`config.mk`:
```
export PLATFORM = sky130hd
export DESIGN_NAME = ovl_slot_alloc
export DESIGN_NICKNAME = d
export VERILOG_FILES = /design/src/rtl/ovl_alloc_pkg.sv /design/src/rtl/ovl_slot_span.sv /design/src/rtl/ovl_slot_search.sv /design/src/rtl/ovl_slot_alloc.sv
export SDC_FILE = /design/constraint.sdc
export NUM_CORES = 1
export LEC_CHECK = 0
export CAP_MARGIN = 20
export CORE_MARGIN = 2
export CORE_UTILIZATION = 50
export DETAILED_ROUTE_END_ITERATION = 8
export PLACE_DENSITY = 0.8
export SETUP_SLACK_MARGIN = 0.4
export SYNTH_ARGS = -nofsm -noshare
export SYNTH_HDL_FRONTEND = slang
export SYNTH_SLANG_ARGS = --single-unit
```
`constraint.sdc`:
```
create_clock -name clk -period 6.7 [get_ports clk]
set_input_delay 1.34 -clock clk [delete_from_list [all_inputs] [get_ports clk]]
set_output_delay 1.34 -clock clk [all_outputs]
set_load 0.05 [all_outputs]
```
`src/rtl/ovl_alloc_pkg.sv`:
```
package ovl_alloc_pkg;
    typedef enum logic [1:0] {
        SRC_MEM    = 2'd0,
        SRC_LIVE_A = 2'd1,
        SRC_LIVE_B = 2'd2,
        SRC_RSVD   = 2'd3
    } src_e;

    typedef enum logic [0:0] {
        ST_IDLE = 1'b0,
        ST_RESP = 1'b1
    } alloc_st_e;
endpackage

```
`src/rtl/ovl_slot_span.sv`:
```
// Expands a slot index and plane count into a slot bitmask (wraps at N).
module ovl_slot_span #(
    parameter int N_SLOTS = 8,
    localparam int SW = $clog2(N_SLOTS)
) (
    input  logic [SW-1:0]      slot,
    input  logic               two,
    output logic [N_SLOTS-1:0] bits
);
    logic [SW-1:0] partner;

    assign partner = (slot == SW'(N_SLOTS - 1)) ? '0 : slot + 1'b1;

    always_comb begin
        for (int i = 0; i < N_SLOTS; i++) begin
            bits[i] = (slot == SW'(i)) || (two && (partner == SW'(i)));
        end
    end
endmodule

```
`src/rtl/ovl_slot_search.sv`:
```
// One allocation attempt over a candidate mask.
module ovl_slot_search
    import ovl_alloc_pkg::*;
#(
    parameter int N_SLOTS = 8,
    parameter int GROUP_W = 2,
    localparam int SW = $clog2(N_SLOTS)
) (
    input  logic [N_SLOTS-1:0] avail,
    input  logic               two,
    input  src_e               src,
    input  logic [GROUP_W-1:0] group,
    output logic               found,
    output logic               illegal,
    output logic [SW-1:0]      slot
);
    logic          pinned;
    logic [SW-1:0] pin_idx;
    logic          scan_ok;
    logic [SW-1:0] scan_idx;

    always_comb begin
        pinned  = 1'b0;
        pin_idx = '0;
        illegal = 1'b0;
        unique case (src)
            SRC_MEM:    pinned = 1'b0;
            SRC_LIVE_A: begin
                pinned  = 1'b1;
                illegal = (group != '0);
            end
            SRC_LIVE_B: begin
                pinned  = 1'b1;
                pin_idx = (group == '0) ? SW'(1) : '0;
            end
            SRC_RSVD:   illegal = 1'b1;
        endcase
    end

    // Ascending scan; the last hit is the highest qualifying slot.
    always_comb begin
        scan_ok  = 1'b0;
        scan_idx = '0;
        for (int i = 0; i < N_SLOTS; i++) begin
            if (avail[i] && (!two || avail[(i + 1) % N_SLOTS])) begin
                scan_ok  = 1'b1;
                scan_idx = SW'(i);
            end
        end
    end

    always_comb begin
        if (illegal) begin
            found = 1'b0;
            slot  = '0;
        end else if (pinned) begin
            found = avail[pin_idx];
            slot  = pin_idx;
        end else begin
            found = scan_ok;
            slot  = scan_idx;
        end
    end
endmodule

```
`src/rtl/ovl_slot_alloc.sv`:
```
module ovl_slot_alloc
    import ovl_alloc_pkg::*;
#(
    parameter int N_SLOTS = 8,
    parameter int GROUP_W = 2,
    parameter int OUT_W   = 3,
    localparam int SW = $clog2(N_SLOTS)
) (
    input  logic               clk,
    input  logic               rst_n,
    input  logic               req_valid,
    output logic               req_ready,
    input  logic               req_two,
    input  logic [1:0]         req_src,
    input  logic [GROUP_W-1:0] req_group,
    input  logic [OUT_W-1:0]   req_out_idx,
    input  logic [N_SLOTS-1:0] split_mask,
    output logic               resp_valid,
    output logic [SW-1:0]      resp_slot,
    output logic               resp_busy,
    output logic               resp_invalid,
    input  logic               rel_valid,
    input  logic [SW-1:0]      rel_slot,
    input  logic               rel_two,
    output logic [N_SLOTS-1:0] free_mask
);
    localparam int N_TRY = 2;  // 0: preferred, 1: full pool

    alloc_st_e state, state_nx;
    src_e      src;

    logic [N_SLOTS-1:0] try_mask [N_TRY];
    logic [N_TRY-1:0]   try_found;
    logic [N_TRY-1:0]   try_illegal;
    logic [SW-1:0]      try_slot [N_TRY];

    logic               accept;
    logic               grant_ok;
    logic               grant_bad;
    logic [SW-1:0]      grant_slot;
    logic               grant_two;
    logic [N_SLOTS-1:0] grant_bits;
    logic [N_SLOTS-1:0] rel_bits;
    logic [N_SLOTS-1:0] pref_mask;

    assign src       = src_e'(req_src);
    assign pref_mask = req_out_idx[0] ? split_mask : ~split_mask;
    assign try_mask[0] = free_mask & pref_mask;
    assign try_mask[1] = free_mask;

    for (genvar k = 0; k < N_TRY; k++) begin : g_try
        ovl_slot_search #(.N_SLOTS(N_SLOTS), .GROUP_W(GROUP_W)) u_search (
            .avail   (try_mask[k]),
            .two     (req_two),
            .src     (src),
            .group   (req_group),
            .found   (try_found[k]),
            .illegal (try_illegal[k]),
            .slot    (try_slot[k])
        );
    end

    always_comb begin
        grant_bad  = try_illegal[0];
        grant_ok   = 1'b0;
        grant_slot = '0;
        if (!grant_bad) begin
            if (try_found[0]) begin
                grant_ok   = 1'b1;
                grant_slot = try_slot[0];
            end else if (try_found[1]) begin
                grant_ok   = 1'b1;
                grant_slot = try_slot[1];
            end
        end
    end

    assign grant_two = req_two && (src == SRC_MEM);

    ovl_slot_span #(.N_SLOTS(N_SLOTS)) u_grant_span (
        .slot (grant_slot),
        .two  (grant_two),
        .bits (grant_bits)
    );

    ovl_slot_span #(.N_SLOTS(N_SLOTS)) u_rel_span (
        .slot (rel_slot),
        .two  (rel_two),
        .bits (rel_bits)
    );

    assign accept = req_valid && req_ready;

    // Next-state logic.
    always_comb begin
        state_nx = state;
        unique case (state)
            ST_IDLE: if (req_valid) state_nx = ST_RESP;
            ST_RESP: state_nx = ST_IDLE;
        endcase
    end

    // State register.
    always_ff @(posedge clk) begin
        if (!rst_n) state <= ST_IDLE;
        else        state <= state_nx;
    end

    // Outputs from state.
    always_comb begin
        req_ready  = 1'b0;
        resp_valid = 1'b0;
        unique case (state)
            ST_IDLE: req_ready  = 1'b1;
            ST_RESP: resp_valid = 1'b1;
        endcase
    end

    // Result capture and pool update; grant clears after release sets.
    always_ff @(posedge clk) begin
        if (!rst_n) begin
            free_mask    <= '1;
            resp_slot    <= '0;
            resp_busy    <= 1'b0;
            resp_invalid <= 1'b0;
        end else begin
            free_mask <= (free_mask | (rel_valid ? rel_bits : '0))
                       & ~((accept && grant_ok) ? grant_bits : '0);
            if (accept) begin
                resp_slot    <= grant_slot;
                resp_busy    <= !grant_ok && !grant_bad;
                resp_invalid <= grant_bad;
            end
        end
    end
endmodule

```
# ---- Word-level counts from Yosys, hierarchy flattened
# Index checks and enable logic that the tools add are counted.
dict set report totals {
  regBits 14
  output_inout_bits 15
  in_bits 24
  word_cells 183
}
dict set report classes {
  addsub 2
  magnitude_cmp 1
  reduce_logical 79
  bitwise 6
  n_eq_ne 31
  muxes 59
}
# op count
set op_table {}
lappend op_table {{equality test 3 bit, second input constant} 16}
lappend op_table {{2-to-1 mux 3 bit} 16}
lappend op_table {{logical AND 1 bit} 36}
lappend op_table {{logical OR 1 bit} 32}
lappend op_table {{2-to-1 mux 1 bit} 32}
lappend op_table {{equality test 3 x 2 -> 1 bit, second input constant} 8}
lappend op_table {{2-to-1 mux 8 bit} 3}
lappend op_table {{AND 8 bit} 2}
lappend op_table {{inverter 8 bit} 2}
lappend op_table {{equality test 3 x 1 -> 1 bit, second input constant} 4}
lappend op_table {{logical NOT 3 bit} 4}
lappend op_table {{2-to-1 mux 2 bit} 4}
lappend op_table {{OR 8 bit} 1}
lappend op_table {{adder 3 x 1 -> 3 bit, second input constant} 2}
lappend op_table {{binary-select mux 1 bit (select 3 bit)} 2}
lappend op_table {{equality test 2 bit, second input constant} 2}
lappend op_table {{logical NOT 2 bit} 2}
lappend op_table {{less-than comparator 3 x 4 -> 1 bit, second input constant} 1}
lappend op_table {{one-hot mux 1 bit (2 select lines)} 2}
lappend op_table {{logical NOT 1 bit} 3}
lappend op_table {{equality test 2 x 1 -> 1 bit, second input constant} 1}
lappend op_table {{nonzero test 2 bit} 1}
lappend op_table {{OR reduction 2 bit} 1}
lappend op_table {{inverter 1 bit} 1}

# ---- Longest topological paths before layout
dict set report depth {
  ltp_word 25
  mapped_depth 16
  ltp_nobuf 16
}

# ---- By module
# A second synthesis with hierarchy kept.
dict set report hier_totals {
  cells_unflattened 257
  hier_area_um2 1893.1
}
# module cells_per_inst area_each_um2 instances
set by_module_without_submodules {}
lappend by_module_without_submodules {ovl_slot_alloc 97 807.0 1}
lappend by_module_without_submodules {ovl_slot_search 52 331.6 2}
lappend by_module_without_submodules {ovl_slot_span 28 211.5 2}

# ---- Least setup slack after synthesis
# OpenSTA, ideal clock, no wires.
dict set report synth_path {
  path_kind {in2reg}
  start {input req_out_idx[0]}
  end {register free_mask[3]}
  t_arrival_ps 3942
  slack_ps 2618
  stages 13
  n_path_buf 1
  t_required_ps 6560
  cell_sequence {buf_6 or4b_1 o211ai_1 nand2_1 and4_4 a31o_4 nand4b_1 nand3_1 inv_1 ha_1 ha_1 nor4b_1 a32oi_1}
}
dict set report synth_via {
  elab_chain_len 24
  word_cells_on_any_way 53
}
# element line
set synth_lines {}
lappend synth_lines {{start, declared} ovl_slot_alloc.sv:16} ;# input logic [OUT_W-1:0] req_out_idx,
lappend synth_lines {{2-to-1 mux 8 bit (*)} ovl_slot_alloc.sv:47} ;# assign pref_mask = req_out_idx[0] ? split_mask : ~split_mask;
lappend synth_lines {{AND 8 bit (*)} ovl_slot_alloc.sv:48} ;# assign try_mask[0] = free_mask & pref_mask;
lappend synth_lines {{logical OR 1 bit} ovl_slot_search.sv:45} ;# if (avail[i] && (!two || avail[(i + 1) % N_SLOTS])) begin
lappend synth_lines {{logical AND 1 bit} ovl_slot_search.sv:45}
lappend synth_lines {{2-to-1 mux 1 bit (8 in series)} ovl_slot_search.sv:45}
lappend synth_lines {{2-to-1 mux 1 bit} ovl_slot_search.sv:56} ;# end else if (pinned) begin
lappend synth_lines {{2-to-1 mux 1 bit} ovl_slot_search.sv:53} ;# if (illegal) begin
lappend synth_lines {{2-to-1 mux 3 bit (*)} ovl_slot_alloc.sv:68} ;# if (try_found[0]) begin
lappend synth_lines {{[1 not listed]} --}
lappend synth_lines {{named net grant_slot[1]} ovl_slot_alloc.sv:40} ;# logic [SW-1:0] grant_slot;
lappend synth_lines {{adder 3 x 1 -> 3 bit or equality test 3 bit (tied branches)} ovl_slot_span.sv:12} ;# assign partner = (slot == SW'(N_SLOTS - 1)) ? '0 : slot + 1'b1;
lappend synth_lines {{2-to-1 mux 3 bit} ovl_slot_span.sv:12}
lappend synth_lines {{equality test 3 x 2 -> 1 bit} ovl_slot_span.sv:16} ;# bits[i] = (slot == SW'(i)) || (two && (partner == SW'(i)));
lappend synth_lines {{logical AND 1 bit} ovl_slot_span.sv:16}
lappend synth_lines {{logical OR 1 bit (*)} ovl_slot_span.sv:16}
lappend synth_lines {{2-to-1 mux 8 bit (*)} ovl_slot_alloc.sv:128} ;# & ~((accept && grant_ok) ? grant_bits : '0);
lappend synth_lines {{inverter 8 bit (*)} ovl_slot_alloc.sv:128}
lappend synth_lines {{AND 8 bit (*)} ovl_slot_alloc.sv:128}
lappend synth_lines {{end signal, assigned} ovl_slot_alloc.sv:127} ;# free_mask <= (free_mask | (rel_valid ? rel_bits : '0))
lappend synth_lines {{end, declared} ovl_slot_alloc.sv:25} ;# output logic [N_SLOTS-1:0] free_mask
# Mark *: on every way through the listed nets, which the timed path passes. The rest lies on a longest branch. The select of a mux whose other input is x is not followed.
# A chain may end at the register's enable or synchronous reset.

# ---- Worst setup path in the final report
# Same ends and word-level chain as after synthesis.

==> run metrics <==
net switching power about 0.00012 W; setup bufs post-CTS 0; Worst Hold Class reg -> reg; H-tree Lvls 1; Leak 0.916 nW; final antenna-violating net count 0; worst-path maximum fanout 22; Period minus WS final 5.28 ns; routed len/inst 14.6 µm; TritonCTS buffer count 3; share of cells above drive strength 1 0.0451; switch share 0.399; 1st-pass router iterations 4; PD cells 138 nW/µm²; Clk pwr share 0.212; Max-Cap Viols 0; final slew viol count 0; top cells by area, synth dfxtp_1 (16%), ha_1 (11%), nand2_1 (6.9%); gr usage total 0.240; first-pass GRT wire length 7940 µm; Overflow after GRT 0; largest net degree at the start of global routing 23; Worst slew margin 0.457; IO Pins 39; area grow syn2layout 21.7%; Clock Latency Late Sink ~0.28 ns; Post-Syn Instances between 200 and 250; Mapped Area 1750 µm²; vias about 1,900; DRC 0; Reg power frac 0.315; hold_sp resp_slot[0]; Max Freq 0.189 GHz; reg2reg end free_mask[3]; NumNets Final 307; asr flop ratio synth 0; Internal Power 0.000176 W; worst hold margin 0.480 ns; CTS Hold Bufs 0; placed cell areas 2090 µm²; clk root buf clkbuf_4; Worst-path clk slew 0.09 ns; vias per cell 6.04; measured slew at the worst slew-check pin between 0.8 and 0.9 ns; RePlAce Congestion 0.929; final hold vios 0; critical path required time around 6.9 ns; initial antenna violation count 0; Crit path arrival time 5.44 ns; # port buffers 36; status finished, final reports clean; mean post-synth cell area 7.25 µm²; area of the core 3340 µm²; Final Setup Violations 0; crit start category input port; synthesized flop and latch total 14; number of synthesized flops with an enable pin 0; Worst Setup Path Type in -> reg; Worst R2R Start free_mask[2]; Hold Path Depth 2; CP endpoint kind flip-flop; Clock Skew 0.00183 ns; die area 3980 µm²; Cell Rows 21; Fillers 309; HPWL after DPL 3440 µm; synth warn 0; cell taking the most area after synthesis dfxtp_1; clk sinks 14; VDD IR max 0.161 mV; CTS Buffer Depth 2; CTS tree built; Util after Layout 0.637; FF-to-FF path depth 12; setup TNS 0 ns; CTS resizes 0; unrepaired setup endpoints after global routing no; Yosys top cell area share 0.160; Distinct cells, synth 60; Diodes inserted 0; Initial Utilization 0.524; drt initial violations between 100 and 150; Hold Path End resp_slot[0]; fin crit share 0.789; fin area around 2100 µm²; via count of the first global-routing pass 1,777; Die Width 63.1 µm; top_reg_cell synth dfxtp_1; Net Count, Synth 281; height of the die 63.1 µm; Reg2Reg Setup Slack 2.92 ns; Post-Route WL 4540 µm; Comb power frac 0.473; post-synthesis sequential area ratio 0.160
[stage by stage]
stage	total power (W)	std cells	setup WS (ns)
3_5_place_dp	0.000231	308	1.27
5_1_grt	0.000310	312	1.15
2_1_floorplan	0.000190	241	2.62
3_3_place_gp	0.000229	308	1.24
6_report	0.000293	312	1.42
4_1_cts	0.000293	312	1.51
[cells in the mapped netlist (3+ instances only)]
cell / number
nand2_1: 32
inv_1: 17
ha_1: 16
dfxtp_1: 14
nor2_1: 14
a21oi_1: 13
o21ai_0: 10
o211ai_1: 9
clkbuf_1: 7
o22ai_1: 7
xor2_1: 7
a31oi_1: 6
nand3_1: 6
buf_2: 5
nand2b_1: 5
nand4_1: 5
and2_1: 4
nor2b_1: 4
or4b_1: 4
a32oi_1: 3
nor3_1: 3
o21ai_1: 3
[worst max path at each step]
| stage | start | endpoint | slack [ns] |
|---|---|---|---|
| after floorplan | req_out_idx[0] | free_mask[3] | 2.62 |
| after CTS | req_out_idx[0] | free_mask[3] | 1.51 |
| after global placement | req_out_idx[0] | free_mask[3] | 1.24 |
| after detailed placement | req_out_idx[0] | free_mask[3] | 1.27 |
| after global routing | req_out_idx[0] | free_mask[3] | 1.15 |
| final | req_out_idx[0] | free_mask[3] | 1.42 |
[layer usage]
layer / global-route usage / vias to the layer above / share of wire
li1: - / 941 / -
met1: 0.317 / 886 / 0.45
met2: 0.408 / 49 / 0.48
met3: 0.0179 / 8 / 0.043
met4: 0.0833 / 0 / 0.023
met5: 0 / - / 0
[cells in the final DEF, fill, tap and decap left out, drive strengths merged, types with 7 or more instances in the layout]
cell type	netlist	final
nor2	14	14
xor2	7	7
dfxtp	14	14
ha	16	16
inv	19	19
a21oi	13	13
o22ai	7	7
nand2	32	32
clkdlybuf4s50	0	36
o21ai	13	13
o211ai	10	10
[state kept, by name (all words and copies together) (netlist names)]
signal and cells:
resp_busy 1, resp_invalid 1, free_mask 8, resp_slot 3, state 1
[worst max-delay path, stage by stage]
cell and delay, ns:
clkdlybuf4s50_1 0.83, or4b_1 0.68, o211ai_1 0.15, a21oi_1 0.14, o211a_1 0.26, a31o_4 0.25
nand4b_1 0.19, nand3_1 0.20, inv_1 0.09, ha_1 0.21, ha_1 0.25, nor4b_1 0.65
a32oi_1 0.18
[power groups by stage]
| stage | clock network, W | registers [W] | logic [W] |
|---|---|---|---|
| final | 0.0000621 | 0.0000922 | 0.000139 |
| after global routing | 0.0000639 | 0.0000931 | 0.000153 |
| after CTS | 0.0000627 | 0.0000921 | 0.000138 |
| after detailed placement | 0 | 0.0000939 | 0.000137 |
| after global placement | 0 | 0.0000941 | 0.000135 |
| after floorplan | 0 | 0.000103 | 0.0000861 |
[cells by family after synthesis]
family                     synth area share
buffers and inverters                0.0852
AOI/OAI and AO/OA                     0.316
xor gates and xnor gates             0.0401
and+or+nand+nor                       0.273
adders and majority gates             0.115
DFF                                   0.160
muxes                                0.0115
[final cells by class]
cell class / instances / area, µm² / share of cell area
Multi-Input combinational cell: 193 / 1320 / 0.620
Sequential cell: 14 / 280 / 0.132
Inverter: 19 / 73.8 / 0.0347
Clock buffer: 4 / 36.3 / 0.0171
Tap cell: 46 / 57.6 / 0.0271
Timing Repair Buffer: 36 / 360 / 0.169
(Power assumes the default switching activity.)
